===== src/rtl/sdu_pkg.sv =====
package sdu_pkg;
  localparam int DATA_W = 8;
  localparam int ACC_W = 24;
  localparam int GROUP_SIZE = 4;
  localparam int NNZ = 2;

  typedef struct packed {
    logic accept;
    logic clear;
    logic finish;
  } sduStrobes_t;
endpackage


===== src/rtl/sdu_ctrl.sv =====
module sdu_ctrl (
  input  logic                clk,
  input  logic                rst,
  input  logic                grpValid,
  input  logic                grpLast,
  input  logic                resReady,
  output logic                grpReady,
  output logic                resValid,
  output sdu_pkg::sduStrobes_t strobes
);
  logic resValidQ;
  logic freshSum;
  logic accept;

  assign grpReady = !resValidQ;
  assign accept   = grpValid && grpReady;
  assign resValid = resValidQ;

  always_comb begin
    strobes.accept = accept;
    strobes.clear  = freshSum;
    strobes.finish = accept && grpLast;
  end

  always_ff @(posedge clk) begin
    if (rst) begin
      resValidQ <= 1'b0;
      freshSum  <= 1'b1;
    end else begin
      if (accept && grpLast) begin
        resValidQ <= 1'b1;
      end else if (resReady) begin
        resValidQ <= 1'b0;
      end
      if (accept) begin
        freshSum <= grpLast;
      end
    end
  end
endmodule


===== src/rtl/sdu_datapath.sv =====
module sdu_datapath #(
  parameter int DATA_W     = sdu_pkg::DATA_W,
  parameter int ACC_W      = sdu_pkg::ACC_W,
  parameter int GROUP_SIZE = sdu_pkg::GROUP_SIZE,
  parameter int NNZ        = sdu_pkg::NNZ,
  localparam int IDX_W     = $clog2(GROUP_SIZE),
  localparam int PROD_W    = 2 * DATA_W
) (
  input  logic                         clk,
  input  logic                         rst,
  input  sdu_pkg::sduStrobes_t         strobes,
  input  logic [NNZ*DATA_W-1:0]        wVals,
  input  logic [NNZ*IDX_W-1:0]         wIdxs,
  input  logic [GROUP_SIZE*DATA_W-1:0] actSlice,
  output logic [ACC_W-1:0]             accOut
);
  logic signed [ACC_W-1:0] prodExt [NNZ];
  logic signed [ACC_W-1:0] groupSum;
  logic signed [ACC_W-1:0] accQ;

  for (genvar j = 0; j < NNZ; j++) begin : g_lane
    logic [IDX_W-1:0]         laneIdx;
    logic signed [DATA_W-1:0] weight;
    logic signed [DATA_W-1:0] actSel;
    logic signed [PROD_W-1:0] prod;

    assign laneIdx    = wIdxs[j*IDX_W +: IDX_W];
    assign weight     = wVals[j*DATA_W +: DATA_W];
    assign actSel     = actSlice[laneIdx*DATA_W +: DATA_W];
    assign prod       = weight * actSel;
    assign prodExt[j] = {{(ACC_W-PROD_W){prod[PROD_W-1]}}, prod};
  end

  always_comb begin
    groupSum = '0;
    for (int j = 0; j < NNZ; j++) begin
      groupSum = groupSum + prodExt[j];
    end
  end

  always_ff @(posedge clk) begin
    if (rst) begin
      accQ <= '0;
    end else if (strobes.accept) begin
      accQ <= (strobes.clear ? '0 : accQ) + groupSum;
    end
  end

  assign accOut = accQ;
endmodule


===== src/rtl/sparse_dot_unit.sv =====
module sparse_dot_unit #(
  parameter int DATA_W     = sdu_pkg::DATA_W,
  parameter int ACC_W      = sdu_pkg::ACC_W,
  parameter int GROUP_SIZE = sdu_pkg::GROUP_SIZE,
  parameter int NNZ        = sdu_pkg::NNZ,
  localparam int IDX_W     = $clog2(GROUP_SIZE)
) (
  input  logic                         clk,
  input  logic                         rst,
  input  logic                         grpValid,
  output logic                         grpReady,
  input  logic                         grpLast,
  input  logic [NNZ*DATA_W-1:0]        wVals,
  input  logic [NNZ*IDX_W-1:0]         wIdxs,
  input  logic [GROUP_SIZE*DATA_W-1:0] actSlice,
  output logic                         resValid,
  input  logic                         resReady,
  output logic [ACC_W-1:0]             resData
);
  sdu_pkg::sduStrobes_t strobes;

  sdu_ctrl ctrl_i (
    .clk      (clk),
    .rst      (rst),
    .grpValid (grpValid),
    .grpLast  (grpLast),
    .resReady (resReady),
    .grpReady (grpReady),
    .resValid (resValid),
    .strobes  (strobes)
  );

  sdu_datapath #(
    .DATA_W     (DATA_W),
    .ACC_W      (ACC_W),
    .GROUP_SIZE (GROUP_SIZE),
    .NNZ        (NNZ)
  ) dp_i (
    .clk      (clk),
    .rst      (rst),
    .strobes  (strobes),
    .wVals    (wVals),
    .wIdxs    (wIdxs),
    .actSlice (actSlice),
    .accOut   (resData)
  );
endmodule


===== config.mk =====
export PLATFORM = sky130hd
export DESIGN_NAME = sparse_dot_unit
export DESIGN_NICKNAME = d
export VERILOG_FILES = /design/src/rtl/sdu_pkg.sv /design/src/rtl/sdu_ctrl.sv /design/src/rtl/sdu_datapath.sv /design/src/rtl/sparse_dot_unit.sv
export SDC_FILE = /design/constraint.sdc
export NUM_CORES = 1
export LEC_CHECK = 0
export ABC_AREA = 0
export BUFFER_PORTS_ARGS = -buffer_cell sky130_fd_sc_hd__buf_4
export CORE_MARGIN = 1
export CORE_UTILIZATION = 57
export CTS_BUF_LIST = sky130_fd_sc_hd__clkbuf_8
export CTS_CLUSTER_SIZE = 14
export DETAILED_ROUTE_END_ITERATION = 6
export GPL_ROUTABILITY_DRIVEN = 0
export HOLD_SLACK_MARGIN = 0.02
export PLACE_DENSITY = 0.81
export SLEW_MARGIN = 5
export SYNTH_ARGS = -nofsm -noshare
export SYNTH_HDL_FRONTEND = slang
export SYNTH_HIERARCHICAL = 1
export SYNTH_SLANG_ARGS = --single-unit

===== constraint.sdc =====
create_clock -name clk -period 9 [get_ports clk]
set_input_delay 0.45 -clock clk [delete_from_list [all_inputs] [get_ports clk]]
set_output_delay 0.45 -clock clk [all_outputs]
set_load 0.03 [all_outputs]

# Word-level counts from Yosys, hierarchy flattened
# Cells that the tools add are included.
word_totals:
  regBits: 26
  input_bits: 57
  out_inout_bits: 26
  wordCells: 16
classes:
  addsub: 2
  multipliers: 2
  shift: 2
  n_mux: 3
  n_reduce_logical: 4
ops:
  columns: ["cell", "n"]
  rows:
  - ["32-bit by 6-bit variable part select with 8-bit output", 2]
  - ["8-bit by 8-bit multiplier with 16-bit output", 2]
  - ["24-bit adder", 1]
  - ["24-bit 2-to-1 mux", 1]
  - ["16-bit by 16-bit adder with 17-bit output", 1]
  - ["1-bit logical AND", 2]
  - ["1-bit 2-to-1 mux", 2]
  - ["2-bit nonzero test", 1]
  - ["1-bit zero test", 1]

# Logic depth before layout (Yosys ltp)
depth:
  depth_word: 4
  depth_mapped: 37
  mapped_depth_nobuf: 36

# Modules after synthesis
# The synthesis kept the hierarchy.
by_module_without_submodules:
  columns: ["mod", "n_inst", "cells_each", "area_each_um2", "seq_area_each_um2"]
  rows:
  - ["sdu_datapath", 1, 830, 7736.2, 480.5]
  - ["sdu_ctrl", 1, 11, 105.1, 40.0]

# Worst setup path after synthesis
# No wires, ideal clock.
synth_timing:
  path_kind: "input -> register"
  startpoint: "input wIdxs[0]"
  endpoint: "register dp_i.accQ[22] (netlist: dp_i/accOut[22])"
  setup_time_ps: 79
  arrival_ps: 8568
  t_required_ps: 8921
  path_slack_ps: 352
  stages: 34
  path_buffers: 1
  cell_sequence: "clkbuf_1 mux4_2 and2_1 fa_1 inv_1 fa_1 inv_1 fa_1 fa_1 fa_1 inv_1 fa_1 inv_1 ha_1 a21oi_1 o21bai_1 a21oi_1 nor2b_1 o21a_1 nor2_1 xnor2_1 ha_1 or3_1 or3_1 nand4_1 a21oi_1 a211oi_1 o2bb2ai_1 o21bai_1 a21oi_1 o31ai_1 maj3_1 xnor2_1 a211oi_2"
synth_between:
  elab_chain_cells: 4
synth_rtl:
  columns: ["item", "line_no", "text"]
  rows:
  - ["start, declared", "sparse_dot_unit.sv:14", "input logic [NNZ*IDX_W-1:0] wIdxs,"]
  - ["32-bit by 6-bit variable part select with 8-bit output", "sdu_datapath.sv:29", "assign actSel = actSlice[laneIdx*DATA_W +: DATA_W];"]
  - ["8-bit by 8-bit multiplier with 16-bit output", "sdu_datapath.sv:30", "assign prod = weight * actSel;"]
  - ["16-bit by 16-bit adder with 17-bit output", "sdu_datapath.sv:37", "groupSum = groupSum + prodExt[j];"]
  - ["24-bit adder", "sdu_datapath.sv:45", "accQ <= (strobes.clear ? '0 : accQ) + groupSum;"]
  - ["end signal, assigned", "sdu_datapath.sv:45", null]
  - ["end, declared", "sdu_datapath.sv:19", "logic signed [ACC_W-1:0] accQ;"]
# Every way passes these cells.
# A chain may end at the register's enable or synchronous reset.

# Final worst setup path
# Same ends and word-level chain as after synthesis.

==> results.toml <==
[clock_network]
root_buffer = "clkbuf_8"
path_clk_slew_ns = 0.10
clk_latency_ns = 0.28
cts_tree = "done"
cts_sinks = 26
cts_buffer_depth = 2
cts-buffers-inserted = 3
h-tree-depth = 1

[routing]
drt_wl_total_um = 16180
drtIter0Drc = 274
first_pass_iters = 6
via_count = 5824
drt-vias-per-instance = 5.319
drc_errors = 0
wl_per_cell_um = 14.77
antenna_left = 0

[synthesis]
synth_compound_area_frac = 0.08026
async_reset_ff_frac = 0
ys_ff_latch = 26
synth_seq_area_share = 0.06638
syn_inst = 841
synth.area.mux_share = 0.05968
synth_fa_ha_area_frac = 0.4886
yosysWarnings = 6
synthXorXnorAreaFrac = 0.05824
synthSimpleGateAreaFrac = 0.1569
yosysUniqueCellTypes = 53
synth_area_per_cell_um2 = 9.324
syn-num-nets = 1117
synthFlopType = "dfxtp_1"
synth-edff-count = 0
synth_top_family_by_area = "adder cells"
synth_area_um2 = 7841

[finish]
drive_above_1_share = 0.1349
fin_nets = 1196
final_cell_mix = "inv_1 (171), fa_1 (144), buf_4 (89)"
register_area_um2 = 520.5
multi_input_area_um2 = 6624
layout_commonest_cell = "inv_1"
fillCellCount = 1107
diodes = 0
area_growth_pct = 11.54

[worst_setup_path]
cp.required_ns = 9.21
critPathSlowestCell = "mux4_2"
worstSetupPathType = "in2reg"
crit_start = "wIdxs[0]"
cp.arrival_ns = 8.65
end_kind = "flop"
path_common_cell = "fa_1"
start_kind = "primary input"
timing.rr.start = "ctrl_i/freshSum$_SDFFE_PP1P_"
slowest_delay_ns = 0.61
crit_fanout = 9

[floorplan]
start_util = 0.5875
core_area_um2 = 13350
io_pins = 83
placementRows = 42
die_h_um = 119.3
dieArea_um2 = 14230
die_w_um = 119.3

[global_routing]
grt_first_pass_wirelength_um = 28030
grtUsageTotal = 0.2435
grt_overflow_total = 0
grt_antenna_before_repair = 0
grt_pass1_vias = 6091
grt_start_max_net_pins = 27

[sta]
clock.fmax_ghz = 0.1186
finalHoldViolations = 0
tns_ns = 0
fin_worst_skew_ns = 0.004049
worst_pin_slew_ns = 0.6985
rsz0062_at_grt = "false"
setup_ws_ns = 0.5665
slew_headroom = 0.5223
timing.final.crit_share = 0.9371
slew_viol_final = 0
min_period_ns = 8.433
setup_viol = 0

[place]
place_hpwl_um = 14030
place_ws_ns = 0.1715
portBuffers = 82

[status]
outcome = "complete, no violations"

[hold_path]
hp-class = "in2reg"
min_from = "resReady"

[run]
cap_violations = 0
==> critical path, delay by kind of cell <==
kind	cells	cell delay, ns
adder cells (fa/ha/maj)	9	3.93
AND/OR/NAND/NOR	6	1.21
multiplexers	1	0.61
buffers and inverters	5	0.38
AO/OA/AOI/OAI	11	1.82
XOR/XNOR	2	0.23
==> flip-flops by register name, summed over array words and instances, names as in the netlist <==
| register | count |
|---|---|
| ctrl_i/resValid | 1 |
| dp_i/accOut | 24 |
| ctrl_i/freshSum | 1 |
==> layer usage <==
metal / GRT usage / vias to the layer above / part of all wire
li1: - / 2782 / -
met1: 0.3310 / 2863 / 0.42
met2: 0.4182 / 154 / 0.51
met3: 0.02778 / 25 / 0.049
met4: 0.05547 / 0 / 0.016
met5: 0 / - / 0
==> metrics by stage <==
| step | hold WS [ns] | area (um2) | cells | utilization |
|---|---|---|---|---|
| 2_1_floorplan | 0.4367 | 7841 | 841 | - |
| 3_3_place_gp | 0.4561 | 8666 | 1091 | 0.6492 |
| 3_5_place_dp | 0.4551 | 8666 | 1091 | 0.6492 |
| 4_1_cts | 0.4674 | 8737 | 1095 | 0.6546 |
| 5_1_grt | 0.4537 | 8746 | 1095 | 0.6552 |
| 6_report | 0.4667 | 8746 | 1095 | 0.6552 |
==> repair_timing <==
item,4_1_cts,5_1_grt
hold buffers,0,0
resized for setup,0,2
setup endpoints to repair,0,1
endpoints found under the hold margin,0,0
buffers inserted,0,0
==> path summary, 6_finish.rpt <==
path,to,slack (ns),depth (start not counted)
worst max-delay path,dp_i/accOut[22]$_SDFFE_PP0P_,0.57,34
worst min register to register,dp_i/accOut[17]$_SDFFE_PP0P_,0.47,2
worst min-delay path,ctrl_i/resValid$_SDFFE_PP0P_,0.47,3
worst max register to register,dp_i/accOut[22]$_SDFFE_PP0P_,5.00,15
==> cells in the mapped netlist (all sizes together), types with 2 or more instances <==
cell type | n | share of area
mux4 | 14 | 0.040
a211oi | 6 | 0.0064
or3 | 2 | 0.0016
nand2b | 3 | 0.0024
xor2 | 5 | 0.0056
nor3 | 7 | 0.0045
mux2 | 2 | 0.0029
inv | 171 | 0.082
o2bb2ai | 2 | 0.0030
a21oi | 31 | 0.021
nor2b | 30 | 0.025
o21ai | 13 | 0.0093
nand4 | 2 | 0.0016
nor2 | 58 | 0.028
dfxtp | 26 | 0.066
a211o | 2 | 0.0022
ha | 75 | 0.12
a31oi | 4 | 0.0032
nand3 | 2 | 0.0013
a21o | 14 | 0.013
mux2i | 13 | 0.017
clkbuf | 11 | 0.0053
o21bai | 6 | 0.0057
or2 | 3 | 0.0024
nand2 | 51 | 0.024
and2 | 75 | 0.060
fa | 144 | 0.37
buf | 4 | 0.0029
xnor2 | 42 | 0.050
o21a | 7 | 0.0067
o31ai | 3 | 0.0029
==> cell type report <==
class                           count  share of cell area
Tap cell                          176             0.02518
Multi-Input combinational cell    629              0.7574
Clock buffer                        3            0.004721
Clock inverter                      1            0.003433
Sequential cell                    26             0.05951
Timing Repair Buffer               89             0.07639
Inverter                          171             0.07339
==> cells by family after synthesis <==
family,after synthesis
AO/OA/AOI/OAI,93
multiplexers,29
buffers and inverters,186
XOR/XNOR,48
adder cells (fa/ha/maj),220
AND/OR/NAND/NOR,239
flip-flops,26
Power is not shown: default switching activity piles up to over one toggle a cycle in this logic, so the estimate is an artifact.
